===== config.mk =====
export PLATFORM = sky130hd
export DESIGN_NAME = bus_collision_guard
export DESIGN_NICKNAME = d
export VERILOG_FILES = /design/src/rtl/bcd_pkg.sv /design/src/rtl/bcd_sync.sv /design/src/rtl/bcd_collide.sv /design/src/rtl/bcd_start_gate.sv /design/src/rtl/bus_collision_guard.sv
export SDC_FILE = /design/constraint.sdc
export NUM_CORES = 1
export LEC_CHECK = 0
export ABC_AREA = 1
export CAP_MARGIN = 10
export CORE_MARGIN = 1
export CORE_UTILIZATION = 36
export DETAILED_ROUTE_END_ITERATION = 12
export PLACE_DENSITY = 0.71
export SYNTH_ARGS = -nofsm -noshare
export SYNTH_HDL_FRONTEND = slang
export SYNTH_SLANG_ARGS = --single-unit

===== constraint.sdc =====
create_clock -name clk_i -period 0.9 [get_ports clk_i]
set_input_delay 0.18 -clock clk_i [delete_from_list [all_inputs] [get_ports clk_i]]
set_output_delay 0.18 -clock clk_i [all_outputs]
set_load 0.005 [all_outputs]

===== src/rtl/bcd_pkg.sv =====
package bcd_pkg;
  localparam int unsigned REG_ADDR_W = 2;
  localparam int unsigned REG_DATA_W = 8;
  localparam logic [REG_ADDR_W-1:0] ADDR_CTRL   = 2'd0;
  localparam logic [REG_ADDR_W-1:0] ADDR_TXEN   = 2'd1;
  localparam logic [REG_ADDR_W-1:0] ADDR_IRQCLR = 2'd2;
  localparam int unsigned BIT_SMP_TMR  = 4;
  localparam int unsigned BIT_AUTO_CLR = 5;
  localparam int unsigned BIT_RX_START = 6;

  typedef struct packed {
    logic rx_start;
    logic auto_clr;
    logic smp_tmr;
  } ctrl_t;
endpackage


===== src/rtl/bcd_sync.sv =====
module bcd_sync #(
  parameter int unsigned STAGES  = 2,
  parameter logic        RST_VAL = 1'b0
) (
  input  logic clk_i,
  input  logic rst_ni,
  input  logic d_i,
  output logic level_o,
  output logic rise_o,
  output logic fall_o
);
  logic [STAGES-1:0] pipe_q;
  logic              prev_q;

  always_ff @(posedge clk_i or negedge rst_ni) begin
    if (!rst_ni) begin
      pipe_q <= {STAGES{RST_VAL}};
      prev_q <= RST_VAL;
    end else begin
      pipe_q <= {pipe_q[STAGES-2:0], d_i};
      prev_q <= pipe_q[STAGES-1];
    end
  end

  assign level_o = pipe_q[STAGES-1];
  assign rise_o  = level_o & ~prev_q;
  assign fall_o  = ~level_o & prev_q;
endmodule


===== src/rtl/bcd_collide.sv =====
module bcd_collide (
  input  logic clk_i,
  input  logic rst_ni,
  input  logic smp_tmr_i,
  input  logic xfer_rise_i,
  input  logic tmr_rise_i,
  input  logic busy_i,
  input  logic txd_i,
  input  logic rxd_i,
  input  logic clr_i,
  output logic set_o,
  output logic irq_o
);
  logic strobe;

  assign strobe = smp_tmr_i ? tmr_rise_i : xfer_rise_i;
  assign set_o  = busy_i & strobe & (txd_i ^ rxd_i);

  // set wins over a same-cycle clear
  always_ff @(posedge clk_i or negedge rst_ni) begin
    if (!rst_ni) irq_o <= 1'b0;
    else         irq_o <= set_o | (irq_o & ~clr_i);
  end
endmodule


===== src/rtl/bcd_start_gate.sv =====
module bcd_start_gate (
  input  logic clk_i,
  input  logic rst_ni,
  input  logic tx_en_i,
  input  logic rx_start_i,
  input  logic rx_fall_i,
  output logic start_ok_o
);
  logic seen_q;

  // edge memory is only armed while enable is already high
  always_ff @(posedge clk_i or negedge rst_ni) begin
    if (!rst_ni)        seen_q <= 1'b0;
    else if (!tx_en_i)  seen_q <= 1'b0;
    else if (rx_fall_i) seen_q <= 1'b1;
  end

  assign start_ok_o = tx_en_i & (~rx_start_i | seen_q);
endmodule


===== src/rtl/bus_collision_guard.sv =====
module bus_collision_guard
  import bcd_pkg::*;
#(
  parameter int unsigned SYNC_STAGES = 2,
  parameter int unsigned ADDR_W      = REG_ADDR_W,
  parameter int unsigned DATA_W      = REG_DATA_W
) (
  input  logic              clk_i,
  input  logic              rst_ni,
  input  logic              reg_wr_i,
  input  logic [ADDR_W-1:0] reg_addr_i,
  input  logic [DATA_W-1:0] reg_wdata_i,
  input  logic              xfer_clk_i,
  input  logic              tmr_ovf_i,
  input  logic              tx_busy_i,
  input  logic              txd_i,
  input  logic              rxd_i,
  output logic              tx_en_o,
  output logic              tx_start_ok_o,
  output logic              coll_irq_o
);
  localparam int unsigned NSYNC = 3;
  localparam int unsigned IDX_XFER = 0;
  localparam int unsigned IDX_TMR  = 1;
  localparam int unsigned IDX_RXD  = 2;
  localparam logic [NSYNC-1:0] SYNC_RST = 3'b100;

  ctrl_t            ctrl_q;
  logic             tx_en_q;
  logic [NSYNC-1:0] sync_in, sync_lvl, sync_rise, sync_fall;
  logic             wr_ctrl, wr_txen, wr_clr;
  logic             coll_set;

  assign sync_in = {rxd_i, tmr_ovf_i, xfer_clk_i};

  for (genvar g = 0; g < NSYNC; g++) begin : g_sync
    bcd_sync #(
      .STAGES (SYNC_STAGES),
      .RST_VAL(SYNC_RST[g])
    ) i_sync (
      .clk_i  (clk_i),
      .rst_ni (rst_ni),
      .d_i    (sync_in[g]),
      .level_o(sync_lvl[g]),
      .rise_o (sync_rise[g]),
      .fall_o (sync_fall[g])
    );
  end

  assign wr_ctrl = reg_wr_i && (reg_addr_i == ADDR_CTRL);
  assign wr_txen = reg_wr_i && (reg_addr_i == ADDR_TXEN);
  assign wr_clr  = reg_wr_i && (reg_addr_i == ADDR_IRQCLR) && reg_wdata_i[0];

  always_ff @(posedge clk_i or negedge rst_ni) begin
    if (!rst_ni) begin
      ctrl_q <= '0;
    end else if (wr_ctrl) begin
      ctrl_q.smp_tmr  <= reg_wdata_i[BIT_SMP_TMR];
      ctrl_q.auto_clr <= reg_wdata_i[BIT_AUTO_CLR];
      ctrl_q.rx_start <= reg_wdata_i[BIT_RX_START];
    end
  end

  // auto-clear overrides a same-cycle software write
  always_ff @(posedge clk_i or negedge rst_ni) begin
    if (!rst_ni)                         tx_en_q <= 1'b0;
    else if (coll_set && ctrl_q.auto_clr) tx_en_q <= 1'b0;
    else if (wr_txen)                    tx_en_q <= reg_wdata_i[0];
  end

  bcd_collide i_collide (
    .clk_i      (clk_i),
    .rst_ni     (rst_ni),
    .smp_tmr_i  (ctrl_q.smp_tmr),
    .xfer_rise_i(sync_rise[IDX_XFER]),
    .tmr_rise_i (sync_rise[IDX_TMR]),
    .busy_i     (tx_busy_i),
    .txd_i      (txd_i),
    .rxd_i      (sync_lvl[IDX_RXD]),
    .clr_i      (wr_clr),
    .set_o      (coll_set),
    .irq_o      (coll_irq_o)
  );

  bcd_start_gate i_start (
    .clk_i     (clk_i),
    .rst_ni    (rst_ni),
    .tx_en_i   (tx_en_q),
    .rx_start_i(ctrl_q.rx_start),
    .rx_fall_i (sync_fall[IDX_RXD]),
    .start_ok_o(tx_start_ok_o)
  );

  assign tx_en_o = tx_en_q;

  logic unused_bits;
  assign unused_bits = ^{reg_wdata_i, sync_lvl[IDX_TMR:IDX_XFER],
                         sync_fall[IDX_TMR:IDX_XFER], sync_rise[IDX_RXD]};
endmodule


Word-level counts from Yosys, hierarchy flattened
Cells that the tools add are included.
W data, S select, Z words.
- equal/unequal tests: 3
- mux-type cells: 5
- bitwise operators: 15
- reductions and logical operators: 7
- operators with widths (cell ; number):
    $and A1 B1 Y1 ; 7
    $logic_and A1 B1 Y1 ; 5
    $mux W1 ; 5
    $not A1 Y1 ; 5
    $eq A2 B1 Y1 const B ; 1
    $eq A2 B2 Y1 const B ; 1
    $logic_not A2 Y1 ; 1
    $ne A2 B1 Y1 const B ; 1
    $or A1 B1 Y1 ; 2
    $reduce_bool A2 Y1 ; 1
    $xor A1 B1 Y1 ; 1
- register bits after elaboration: 15
- output and inout port bits: 3
- word-level logic and storage cells: 42

Longest topological paths before layout
- depth in word-level cells: 7
- gate-level depth with buffers: 6
- gate-level depth less buffers: 6

By module
A second synthesis with hierarchy kept.
- cell total of the unflattened synthesis: 68
- area, all modules: 601.8 µm²
- modules (own cells, without submodules) (module ; instances ; cells an instance ; area an instance (µm²) ; sequential area each (µm²)):
    bus_collision_guard ; 1 ; 26 ; 195.2 ; 100.1
    bcd_sync at g_sync[0].i_sync ... ; 2 ; 7 ; 90.1 ; 75.1
    bcd_sync at g_sync[2].i_sync ; 1 ; 7 ; 93.8 ; 78.8
    bcd_collide ; 1 ; 15 ; 83.8 ; 25.0
    bcd_start_gate ; 1 ; 6 ; 48.8 ; 25.0

Worst setup path before layout
No wires, ideal clock.
- kind: reg2reg
- start point: register g_sync[2].i_sync.pipe_q[1]
- end point: register tx_en_q (netlist: tx_en_o)
- setup time: 113 ps
- arrival: 823 ps
- data required time: 787 ps
- slack: -36 ps
- stages on the path, launching flop included: 6
- path buffers: 0
- clock period less this slack: 936 ps
- cells stage by stage: dfstp_2 nor2_1 nor2_2 nand3_1 nand2_1 inv_1
- word-level cells in the longest chain between the ends: 4
- ends and longest elaborated chain (item ; RTL line ; RTL):
    from (decl) ; bcd_sync.sv:12 ; logic [STAGES-1:0] pipe_q;
    from (signal assigned) ; bcd_sync.sv:17 ; pipe_q <= {STAGES{RST_VAL}};
    from (signal assigned) ; bcd_sync.sv:20 ; pipe_q <= {pipe_q[STAGES-2:0], d_i};
    $xor A1 B1 Y1 * ; bcd_collide.sv:17 ; assign set_o = busy_i & strobe & (txd_i ^ rxd_i);
    $and A1 B1 Y1 * ; bcd_collide.sv:17 ;
    $logic_and A1 B1 Y1 * ; bus_collision_guard.sv:67 ; else if (coll_set && ctrl_q.auto_clr) tx_en_q <= 1'b0;
    $mux W1 / $reduce_bool A2 Y1 (equally long branches) ; n/a ;
    to (signal assigned) ; bus_collision_guard.sv:68 ; else if (wr_txen) tx_en_q <= reg_wdata_i[0];
    to (decl) ; bus_collision_guard.sv:29 ; logic tx_en_q;
Mark *: on every way between the ends. The rest lies on a longest branch, timed or not.
A chain may end at the register's enable or synchronous reset.

Worst setup path after layout
- start point: register tx_en_q (netlist: tx_en_o)
- end point: output tx_en_o
- RTL lines (item ; RTL line ; RTL):
    to (decl) ; bus_collision_guard.sv:18 ; output logic tx_en_o,
No word-level cell between the ends.

==> impl_metrics.sql <==
INSERT INTO impl_metrics (metric_group, metric, value, unit) VALUES
('sta', 'finalSetupViolations', '5', ''),
('power', 'combPwrFrac', '18.0', '%'),
('global_route', 'grt_remaining_overflow', '0', ''),
('job', 'cap_violations', '0', ''),
('placed_design', 'place_congestion', '0.637', ''),
('power', 'leakagePower', '0.385', 'nW'),
('clock_tree', 'tritoncts', 'yes', ''),
('routing', 'avgRoutedWirePerCell', '10.0', 'µm'),
('worst_setup_path', 'worst-endpoint-required', '0.72', 'ns'),
('routing', 'drt_pass1_iterations', '4', ''),
('floorplanning', 'rows', '13', ''),
('sta', 'rsz_0062_raised_after_global_routing', 'yes', ''),
('synth', 'synth.avg_cell_area', '10.4', 'µm²'),
('final_layout', 'utilization', '58.2', '%'),
('floorplanning', 'dieArea', '1690', 'µm²'),
('synth', 'synth.yosys.seq_area_share', '69.0', '%'),
('global_route', 'grt_pass1_wl', '1.19', 'mm'),
('placed_design', 'io_buffers', '16', ''),
('power', 'irDropWorstVdd', '1.07', 'mV'),
('sta', 'fmax', '0.917', 'GHz'),
('floorplanning', 'floorplan.core_area', '1370', 'µm²'),
('final_layout', 'final_nets', '95', ''),
('placed_design', 'post-place-ws', '-0.285', 'ns'),
('synth', 'synth_compound_gate_area_share', '6.38', '%'),
('synth', 'synthCells', '53', ''),
('synth', 'ys_seq_elements', '15', ''),
('sta', 'layout_min_cycle_time', '1.09', 'ns'),
('sta', 'worstMarginPinSlew', '0.199', 'ns'),
('synth', 'largest_family_of_logic_cells_by_synthesized_area', 'simple AND/OR/NAND/NOR gates', ''),
('sta', 'finalWorstSetupSlack', '-0.190', 'ns'),
('routing', 'final_antenna_net_count', '0', ''),
('global_route', 'grt_antenna_before_repair', '0', ''),
('clock_tree', 'clkTransAtPathRegs', '0.08', 'ns'),
('global_route', 'grt_usage', '11.7', '%'),
('synth', 'yosys-mux-area-fraction', '0', '%'),
('sta', 'post-route-period-util', '121', '%'),
('floorplanning', 'floorplan.io_pins', '21', ''),
('final_layout', 'antenna_cells', '0', ''),
('sta', 'report.final.hold_viol_count', '0', ''),
('worst_setup_path', 'start_kind', 'register', ''),
('sta', 'timing.max_slew.rel_slack', '86.7', '%'),
('synth', 'synth.lib_cells_used.distinct', '11', ''),
('routing', 'wire_length_reported_by_the_detailed_router', '910', 'µm'),
('floorplanning', 'die_width', '41.1', 'µm'),
('synth', 'post_synth_main_area_contributors', 'sky130_fd_sc_hd__dfrtp_1, sky130_fd_sc_hd__dfstp_2, sky130_fd_sc_hd__nand2_1, sky130_fd_sc_hd__inv_1, sky130_fd_sc_hd__nand3_2', ''),
('outcome', 'result_of_the_run', 'finished with violations', ''),
('synth', 'mappedNetlistArea', '549', 'µm²'),
('routing', 'drcViolationCount', '0', ''),
('min_path', 'timing.hold.worst.class', 'in2async', ''),
('placed_design', 'placed_cells', '86', ''),
('power', 'swShare', '23.7', '%'),
('routing', 'drt_iter0_markers', '2', ''),
('global_route', 'grt_start_max_net_pins', '16', ''),
('routing', 'detail_route.vias_per_cell', '4.47', ''),
('worst_setup_path', 'timing.critical_path.arrival', '0.91', 'ns'),
('global_route', 'first_global_vias', '329', ''),
('final_layout', 'synthToLayoutAreaGrowth', '44.6', '%'),
('routing', 'route.vias.total', '407', ''),
('synth', 'synth.largest_area_cell', 'sky130_fd_sc_hd__dfrtp_1', ''),
('power', 'netSwitchingPower', '0.331', 'mW'),
('worst_setup_path', 'worst-path-max-fanout', '2', ''),
('final_layout', 'layout.cells.non_filler', '91', ''),
('power', 'power.density', '1750', 'nW/µm²'),
('sta', 'report.final.slew_viol_count', '0', ''),
('sta', 'finalClockSkew', '0.00477', 'ns'),
('clock_tree', 'cts_hold_buffers', '0', ''),
('synth', 'synth-simple-area-share', '17.1', '%'),
('placed_design', 'hpwlAfterDp', '648', 'µm'),
('power', 'power.internal', '1.06', 'mW'),
('outcome', 'failed_checks', 'setup timing', ''),
('worst_setup_path', 'critPathKind', 'reg2out', '');
-- worst max-delay path: stages (launching register included) --
cell and delay (ns):
sky130_fd_sc_hd__dfrtp_1 0.39, sky130_fd_sc_hd__buf_4 0.14, sky130_fd_sc_hd__buf_6 0.10
-- flip-flops by register name, summed over array words and instances, names as in the netlist --
name,cells
g_sync.i_sync.prev_q,3
i_collide.irq_o,1
g_sync.i_sync.pipe_q,6
tx_en_o,1
i_start.seen_q,1
ctrl_q,3
-- cells in the mapped netlist --
cell	number
sky130_fd_sc_hd__a21oi_1	2
sky130_fd_sc_hd__nor2_1	2
sky130_fd_sc_hd__nor2_2	1
sky130_fd_sc_hd__nand2_1	12
sky130_fd_sc_hd__o21ai_1	4
sky130_fd_sc_hd__nand3_2	2
sky130_fd_sc_hd__inv_1	11
sky130_fd_sc_hd__dfrtp_1	12
sky130_fd_sc_hd__o21ai_0	1
sky130_fd_sc_hd__nand3_1	3
sky130_fd_sc_hd__dfstp_2	3
-- cell families after synthesis --
kind of cell / after synthesis
simple gates: 20
flops: 15
buf+inv: 11
compound gates: 7
-- power groups by stage --
stage | combinational, mW | sequential [mW] | clock, mW
floorplan | 0.0816 | 0.788 | 0
global placement | 0.246 | 0.786 | 0
detailed placement | 0.251 | 0.789 | 0
CTS | 0.246 | 0.775 | 0.377
global route | 0.280 | 0.788 | 0.419
finish | 0.251 | 0.778 | 0.365
-- placed cells by master (no fill, tap or decap) --
| master | synthesis | routed |
|---|---|---|
| sky130_fd_sc_hd__a21oi_1 | 2 | 1 |
| sky130_fd_sc_hd__a21oi_2 | 0 | 1 |
| sky130_fd_sc_hd__buf_12 | 0 | 1 |
| sky130_fd_sc_hd__buf_2 | 0 | 2 |
| sky130_fd_sc_hd__buf_4 | 0 | 2 |
| sky130_fd_sc_hd__buf_6 | 0 | 1 |
| sky130_fd_sc_hd__clkbuf_1 | 0 | 1 |
| sky130_fd_sc_hd__clkbuf_4 | 0 | 3 |
| sky130_fd_sc_hd__clkdlybuf4s50_1 | 0 | 13 |
| sky130_fd_sc_hd__dfrtp_1 | 12 | 12 |
| sky130_fd_sc_hd__dfstp_2 | 3 | 3 |
| sky130_fd_sc_hd__inv_1 | 11 | 10 |
| sky130_fd_sc_hd__inv_2 | 0 | 1 |
| sky130_fd_sc_hd__nand2_1 | 12 | 12 |
| sky130_fd_sc_hd__nand3_1 | 3 | 3 |
| sky130_fd_sc_hd__nand3_2 | 2 | 1 |
| sky130_fd_sc_hd__nand3_4 | 0 | 1 |
| sky130_fd_sc_hd__nor2_1 | 2 | 1 |
| sky130_fd_sc_hd__nor2_2 | 1 | 2 |
| sky130_fd_sc_hd__o21ai_0 | 1 | 1 |
| sky130_fd_sc_hd__o21ai_1 | 4 | 4 |
-- routing by layer --
metal | wire length [µm] | vias to the layer above | GRT usage (%)
met5 | 0 | - | 0
met4 | 6 | 0 | 10.0
met3 | 52 | 2 | 1.63
met2 | 448 | 14 | 19.5
met1 | 403 | 182 | 12.8
li1 | - | 209 | -
-- area by class of cell --
type | count | area [µm²]
Sequential cell | 15 | 379
Fill cell | 138 | 572
Multi-Input combinational cell | 27 | 143
Timing Repair Buffer | 19 | 186
Tap cell | 15 | 18.8
Clock buffer | 4 | 26.3
Inverter | 11 | 41.3
-- repair_timing --
action	in CTS	in global routing
pin swaps	4	1
buffers inserted	1	0
endpoints found under the setup margin	5	6
gates resized for setup	13	3
-- final timing paths --
check	endpoint	slack, ns	cells past startpoint	startpoint
setup / recovery	tx_en_o	-0.19	2	tx_en_o
hold / removal	g_sync[0].i_sync.pipe_q[0]	0.22	2	rst_ni
setup reg to reg	tx_en_o	-0.07	5	g_sync[2].i_sync.pipe_q[1]
hold reg to reg	g_sync[1].i_sync.pipe_q[1]	0.36	0	g_sync[1].i_sync.pipe_q[0]
max in group asynchronous	g_sync[2].i_sync.pipe_q[1]	0.47	2	rst_ni
min in group clk_i	g_sync[2].i_sync.pipe_q[0]	0.30	1	rxd_i
-- stage by stage --
stage	instance area, µm²	TNS (ns)	hold slack [ns]	total power, mW
finish	795	-0.523	0.219	1.39
global route	795	-0.790	0.224	1.49
CTS	783	-0.568	0.218	1.40
detailed placement	758	-1.84	0.344	1.04
global placement	758	-1.75	0.331	1.03
floorplan	552	-0.00422	-0.116	0.870
(Power assumes the default switching activity.)
